===== src/rtl/conv_ctrl_pkg.sv =====
package conv_ctrl_pkg;

    typedef enum logic [1:0] {
        SEQ_IDLE = 2'd0,
        SEQ_HOLD = 2'd1,
        SEQ_ACQ  = 2'd2
    } seq_state_e;

endpackage


===== src/rtl/conv_start_qual.sv =====
module conv_start_qual #(
    parameter int MIN_PULSE = 2
) (
    input  logic clk,
    input  logic rst_n,
    input  logic sync_mode_i,
    input  logic cs_n_i,
    input  logic start_n_i,
    output logic start_ok_o
);

    logic req;

    // Chip select only qualifies the request in sync mode.
    assign req = !start_n_i && (!sync_mode_i || !cs_n_i);

    generate
        if (MIN_PULSE <= 1) begin : g_direct
            assign start_ok_o = req;
        end else begin : g_count
            localparam int CNT_W = $clog2(MIN_PULSE + 1);
            localparam logic [CNT_W-1:0] CNT_ARM = CNT_W'(MIN_PULSE - 1);
            logic [CNT_W-1:0] run_q;

            always_ff @(posedge clk or negedge rst_n) begin
                if (!rst_n) begin
                    run_q <= '0;
                end else if (!req) begin
                    run_q <= '0;
                end else if (run_q < CNT_ARM) begin
                    run_q <= run_q + 1'b1;
                end
            end

            assign start_ok_o = req && (run_q >= CNT_ARM);

            // a qualified request was already present one edge earlier
            assert_min_pulse_R3: assert property (@(posedge clk) disable iff (!rst_n)
                start_ok_o |-> $past(req));
        end
    endgenerate

endmodule


===== src/rtl/conv_sequencer.sv =====
module conv_sequencer
    import conv_ctrl_pkg::*;
#(
    parameter int CONV_CYCLES = 16,
    parameter int TRACK_AT    = 10,
    parameter int RES_W       = 12
) (
    input  logic             clk,
    input  logic             rst_n,
    input  logic             start_ok_i,
    input  logic [RES_W-1:0] result_i,
    output logic             converting_o,
    output logic             track_o,
    output logic             done_o,
    output logic [RES_W-1:0] done_data_o
);

    localparam int CYC_W = $clog2(CONV_CYCLES);
    localparam logic [CYC_W-1:0] CYC_REL  = CYC_W'(TRACK_AT - 1);
    localparam logic [CYC_W-1:0] CYC_LAST = CYC_W'(CONV_CYCLES - 1);

    seq_state_e       state_q, state_d;
    logic [CYC_W-1:0] cyc_q, cyc_d;
    logic             finish;
    logic             done_q;
    logic [RES_W-1:0] data_q;

    initial begin
        if (TRACK_AT < 1 || TRACK_AT >= CONV_CYCLES)
            $error("TRACK_AT must lie inside the conversion window");
    end

    assign finish = (state_q == SEQ_ACQ) && (cyc_q == CYC_LAST);

    // next-state logic
    always_comb begin
        state_d = state_q;
        cyc_d   = cyc_q;
        unique case (state_q)
            SEQ_IDLE: begin
                cyc_d = '0;
                if (start_ok_i) state_d = SEQ_HOLD;          // start
            end
            SEQ_HOLD: begin
                cyc_d = cyc_q + 1'b1;
                if (cyc_q == CYC_REL) state_d = SEQ_ACQ;     // release
            end
            SEQ_ACQ: begin
                cyc_d = cyc_q + 1'b1;
                if (cyc_q == CYC_LAST) begin
                    cyc_d   = '0;
                    state_d = start_ok_i ? SEQ_HOLD           // chain
                                         : SEQ_IDLE;          // finish
                end
            end
            default: begin
                state_d = SEQ_IDLE;
                cyc_d   = '0;
            end
        endcase
    end

    // state register
    always_ff @(posedge clk or negedge rst_n) begin
        if (!rst_n) begin
            state_q <= SEQ_IDLE;
            cyc_q   <= '0;
        end else begin
            state_q <= state_d;
            cyc_q   <= cyc_d;
        end
    end

    // done strobe and captured word
    always_ff @(posedge clk or negedge rst_n) begin
        if (!rst_n) begin
            done_q <= 1'b0;
            data_q <= '0;
        end else begin
            done_q <= finish;
            if (finish) data_q <= result_i;
        end
    end

    // outputs
    always_comb begin
        converting_o = (state_q != SEQ_IDLE);
        track_o      = (state_q != SEQ_HOLD);
        done_o       = done_q;
        done_data_o  = data_q;
    end

    // the done strobe lasts one cycle
    assert_done_single_R4: assert property (@(posedge clk) disable iff (!rst_n)
        done_q |=> !done_q);

    // the sampler is back in track when a conversion completes
    assert_track_at_end_R5: assert property (@(posedge clk) disable iff (!rst_n)
        $rose(done_q) |-> $past(track_o));

    // no conversion leaves idle without a qualified request
    assert_idle_stays_R1: assert property (@(posedge clk) disable iff (!rst_n)
        (state_q == SEQ_IDLE && !start_ok_i) |=> !converting_o);

    // a request held at the end of a conversion chains straight into hold
    assert_chain_R7: assert property (@(posedge clk) disable iff (!rst_n)
        (finish && start_ok_i) |=> (converting_o && !track_o));

endmodule


===== src/rtl/conv_status_drv.sv =====
module conv_status_drv (
    input  logic clk,
    input  logic rst_n,
    input  logic sync_mode_i,
    input  logic cs_n_i,
    input  logic stat_en_n_i,
    input  logic converting_i,
    output logic eoc_o,
    output logic eoc_oe_o
);

    logic level;

    always_comb begin
        if (sync_mode_i) begin
            // three-state style: selected and enabled, show busy/free
            eoc_oe_o = !cs_n_i && !stat_en_n_i;
            level    = !converting_i;
        end else begin
            // open-drain style: only ever pulls low while busy
            eoc_oe_o = !stat_en_n_i && converting_i;
            level    = 1'b0;
        end
        eoc_o = eoc_oe_o && level;
    end

    // a deselected part never drives the status pin in sync mode
    assert_sync_gate_R8: assert property (@(posedge clk) disable iff (!rst_n)
        (sync_mode_i && cs_n_i) |-> !eoc_oe_o);

    // open-drain drive only pulls low during a conversion
    assert_async_drive_R9: assert property (@(posedge clk) disable iff (!rst_n)
        (!sync_mode_i && eoc_oe_o) |-> (!eoc_o && converting_i));

    // undriven pin reads 0
    assert_float_zero_R10: assert property (@(posedge clk) disable iff (!rst_n)
        !eoc_oe_o |-> !eoc_o);

endmodule


===== src/rtl/conv_ctrl.sv =====
module conv_ctrl #(
    parameter int CONV_CYCLES = 16,
    parameter int TRACK_AT    = 10,
    parameter int MIN_PULSE   = 2,
    parameter int RES_W       = 12
) (
    input  logic             clk,
    input  logic             rst_n,
    input  logic             sync_mode_i,
    input  logic             cs_n_i,
    input  logic             start_n_i,
    input  logic             stat_en_n_i,
    input  logic [RES_W-1:0] result_i,
    output logic             eoc_o,
    output logic             eoc_oe_o,
    output logic             track_o,
    output logic             done_o,
    output logic [RES_W-1:0] done_data_o
);

    logic start_ok;
    logic converting;

    conv_start_qual #(
        .MIN_PULSE (MIN_PULSE)
    ) u_qual (
        .clk         (clk),
        .rst_n       (rst_n),
        .sync_mode_i (sync_mode_i),
        .cs_n_i      (cs_n_i),
        .start_n_i   (start_n_i),
        .start_ok_o  (start_ok)
    );

    conv_sequencer #(
        .CONV_CYCLES (CONV_CYCLES),
        .TRACK_AT    (TRACK_AT),
        .RES_W       (RES_W)
    ) u_seq (
        .clk          (clk),
        .rst_n        (rst_n),
        .start_ok_i   (start_ok),
        .result_i     (result_i),
        .converting_o (converting),
        .track_o      (track_o),
        .done_o       (done_o),
        .done_data_o  (done_data_o)
    );

    conv_status_drv u_stat (
        .clk          (clk),
        .rst_n        (rst_n),
        .sync_mode_i  (sync_mode_i),
        .cs_n_i       (cs_n_i),
        .stat_en_n_i  (stat_en_n_i),
        .converting_i (converting),
        .eoc_o        (eoc_o),
        .eoc_oe_o     (eoc_oe_o)
    );

    // reset leaves the sampler tracking and no strobe pending
    assert_reset_idle_R11: assert property (@(posedge clk)
        $rose(rst_n) |-> (track_o && !done_o));

endmodule


===== config.mk =====
export PLATFORM = sky130hd
export DESIGN_NAME = conv_ctrl
export DESIGN_NICKNAME = d
export VERILOG_FILES = /design/src/rtl/conv_ctrl_pkg.sv /design/src/rtl/conv_start_qual.sv /design/src/rtl/conv_sequencer.sv /design/src/rtl/conv_status_drv.sv /design/src/rtl/conv_ctrl.sv
export SDC_FILE = /design/constraint.sdc
export NUM_CORES = 1
export LEC_CHECK = 0
export BUFFER_PORTS_ARGS = -buffer_cell sky130_fd_sc_hd__clkbuf_2
export CAP_MARGIN = 20
export CORE_MARGIN = 8
export CORE_UTILIZATION = 51
export CTS_BUF_LIST = sky130_fd_sc_hd__clkbuf_2
export CTS_CLUSTER_SIZE = 25
export DETAILED_ROUTE_END_ITERATION = 8
export GPL_TIMING_DRIVEN = 0
export PLACE_DENSITY = 0.81
export SETUP_SLACK_MARGIN = 0.4
export SLEW_MARGIN = 20
export SYNTH_ARGS = -nofsm -noshare
export SYNTH_HDL_FRONTEND = slang
export SYNTH_SLANG_ARGS = --single-unit

===== constraint.sdc =====
create_clock -name clk -period 1.7 [get_ports clk]
set_input_delay 0.255 -clock clk [delete_from_list [all_inputs] [get_ports clk]]
set_output_delay 0.255 -clock clk [all_outputs]
set_load 0.1 [all_outputs]

==> flow_summary_export.csv <==
group,metric,value,unit
run_status,violations,"negative setup slack",
clocking,cts_tree,"done",
worst_setup_path,cpLargestDelayFamily,"flip-flops",
placed_design,place_hpwl,1.54,mm
synth,synthCells,78,
worst_setup_path,r2r_cells,7,
synth,syn_area_per_cell,12.6,um^2
floorplanning,die_w,59.9,um
worst_setup_path,slowest_stage,"dfrtp_1",
finish,drive_gt1_frac,0.587,
sta,finalMaxSlewViolations,0,
worst_setup_path,start_kind,"flip-flop",
global_route,grt_start_max_net_pins,22,
worst_setup_path,critPathKind,"flip-flop to primary output",
power,sw_frac_of_total,0.414,
worst_hold_path,min_from,"result_i[10]",
clocking,cts.sinks,21,
detailed_routing,vias,766,
worst_hold_path,hold_path_depth,2,
synth,yosys.cell_types.count,24,
global_route,grt_pass1_vias,876,
finish,final_core_util,0.807,
detailed_routing,detail-route-antenna-nets,0,
run_status,status,"finished, violations left",
sta,finalCritPeriodShare,1.05,
global_route,grt.total_usage,0.136,
synth,synth-seq-cells,21,
detailed_routing,drt-initial-drc-count,13,
sta,setup_viol,4,
power,p_sw,816,uW
finish,instances_no_fill,153,
sta,final.min_clock_period,1.78,ns
clocking,clockBufferDepth,2,
floorplanning,row_count,16,
placed_design,gp_congestion,0.722,
synth,ys_warn_count,0,
detailed_routing,drt_first_pass_iters,3,
global_route,grt_pass1_wl,3.73,mm
worst_hold_path,min_to,"u_seq.done_data_o[10]",
floorplanning,start_util,0.521,
sta,tightest_slew,0.515,ns
power,intPower,1.16,mW
detailed_routing,highest_layer,"met4",
worst_setup_path,critPathRequiredTime,1.44,ns
detailed_routing,wl_met3,166,um
finish,diodes,0,
worst_setup_path,crit_chain,"inv_2 > ha_4 > inv_4 > nor4b_4 > buf_8",
worst_setup_path,max_stage_delay,0.43,ns
sta,grt_setup_unrepaired,"true",
detailed_routing,vias_per_cell,5.01,
run,cap_violations,0,
worst_setup_path,crit_path_end_kind,"primary output",
worst_setup_path,critPathArrivalTime,1.53,ns
placed_design,dp.cells,138,
detailed_routing,wl_met1,938,um
worst_hold_path,hold_path_class,"primary input to flip-flop",
clocking,htree_levels,1,
floorplanning,core_area,1880,um^2
finish,area_delta_synth_final,54.8,%
power,pwr-share-seq,0.321,
power,pwr-share-comb,0.575,
clocking,root_buffer,"clkbuf_2",
clocking,cts.reportedPaths.clkPinSlew,0.19,ns
sta,clock.fmax,561,MHz
worst_setup_path,r2r_start,"u_seq.state_q[0]",
floorplanning,ioPinCount,34,
worst_setup_path,path_buf_inv,3,
sta,skew,0.00750,ns
clocking,numCtsBuffers,3,
global_route,grt_remaining_overflow,0,
floorplanning,die_h,59.9,um
detailed_routing,dr_wl_met2,1.35,mm
synth,ys_seq_area_frac,0.536,
power,clockPowerShare,0.104,
detailed_routing,finalWirelength,2.47,mm
detailed_routing,wire_per_inst,16.1,um
power,ir_worst_vdd,0.924,mV
floorplanning,dieArea,3580,um^2
sta,worst_slew_margin_rel,0.657,
finish,nNetsFinal,152,
sta,hold_viol_final,0,
synth,syn-cell-area,981,um^2
sta,timing.final.ws_setup,-0.0818,ns
placed_design,port_buffers,33,
clocking,clk_latency,0.31,ns
worst_setup_path,cp_max_fo,3,
power,power.leakage,0.761,nW
synth,syn-num-nets,103,
global_route,antenna_found_initial,0,
detailed_routing,drc,0,
power,powerDensity,1300,nW/um^2
worst_setup_path,r2r-end,"u_seq.state_q[0]",
worst_setup_path,rrSetupSlack,-0.06,ns
## per-layer routing
layer  up-vias  global-route usage
met5         -                   0
met4         0              0.0612
met3         2              0.0430
met2        25               0.240
met1       375               0.144
li1        364                   -
## layout by cell type (no fill, tap or decap), types with 2 or more instances in the layout
cell       instances
dfrtp_1           21
inv_2              3
clkbuf_2          21
clkbuf_8           2
inv_1              3
mux2_2             8
buf_6             12
mux2_4             4
buf_4             10
clkbuf_16          2
nor2_1             8
ha_4               2
xor2_1             2
ha_1               5
## cell families after synthesis
| family | synth area share |
|---|---|
| compound gates | 0.0561 |
| flops | 0.536 |
| simple gates | 0.108 |
| xor+xnor | 0.0268 |
| mux | 0.148 |
| buf+inv | 0.0357 |
| fa+ha+maj | 0.0893 |
## cells in the mapped netlist
master | count | area share
dfrtp_1 | 21 | 0.54
mux2_2 | 12 | 0.14
nor2_1 | 9 | 0.034
inv_1 | 8 | 0.031
ha_1 | 7 | 0.089
a211oi_1 | 2 | 0.015
xor2_1 | 2 | 0.018
a21boi_0 | 1 | 0.0077
a21o_1 | 1 | 0.0077
a32o_1 | 1 | 0.010
and3_1 | 1 | 0.0064
and4b_4 | 1 | 0.014
and4bb_1 | 1 | 0.013
buf_2 | 1 | 0.0051
mux2i_1 | 1 | 0.010
nand3_1 | 1 | 0.0051
nand3b_1 | 1 | 0.0077
nand4_1 | 1 | 0.0064
nor4b_1 | 1 | 0.0089
o22ai_1 | 1 | 0.0064
o32ai_1 | 1 | 0.0089
or2_2 | 1 | 0.0064
or3_1 | 1 | 0.0064
xnor2_1 | 1 | 0.0089
## flip-flops by register name, summed over array words and instances, names as in the netlist
name	cells
u_seq.state_q	2
u_qual.g_count.run_q	2
u_seq.cyc_q	4
u_seq.done_o	1
u_seq.done_data_o	12
## worst max-delay path by stage
stage,startpoint,end,slack [ns],cells after the start
finish,u_seq.state_q[1],eoc_o,-0.08,5
global route,u_seq.state_q[1],eoc_o,-0.19,5
CTS,u_seq.state_q[1],eoc_o,-0.06,5
detailed placement,u_seq.state_q[0],eoc_oe_o,-0.09,6
global placement,u_seq.state_q[0],eoc_oe_o,-0.06,6
floorplan,u_seq.state_q[0],eoc_o,-0.30,4
## metrics by stage
stage | total power, mW | hold slack, ns | instance area (um^2) | setup slack (ns) | TNS, ns
floorplan | 1.25 | -0.0406 | 1020 | -0.297 | -0.515
global placement | 1.37 | 0.243 | 1220 | -0.0555 | -0.0555
detailed placement | 1.40 | 0.243 | 1220 | -0.0881 | -0.0996
CTS | 1.83 | 0.151 | 1430 | -0.0609 | -0.122
global route | 2.11 | 0.129 | 1520 | -0.185 | -0.804
finish | 1.97 | 0.154 | 1520 | -0.0818 | -0.208
## timing repair
item	CTS	global route
gates cloned	1	0
hold buffers	1	0
endpoints found under the hold margin	21	0
gates resized for setup	32	31
setup buffers	6	3
pin swaps	1	1
setup endpoints to repair	35	33
## final cells by class
| class | count | area [um^2] |
|---|---|---|
| sequential | 21 | 526 |
| fill | 124 | 363 |
| timing repair buffer | 44 | 387 |
| inverter | 8 | 36.3 |
| clock buffer | 4 | 20.0 |
| buffer | 1 | 11.3 |
| multi-input combinational | 48 | 505 |
| tap | 27 | 33.8 |
## power groups by stage
stage | registers, mW | clock network, mW | logic, mW
after floorplan | 0.739 | 0 | 0.507
after global placement | 0.636 | 0 | 0.730
after detailed placement | 0.644 | 0 | 0.752
after CTS | 0.629 | 0.210 | 0.989
after global routing | 0.645 | 0.233 | 1.24
final | 0.632 | 0.206 | 1.13
(Power assumes the default switching activity.)
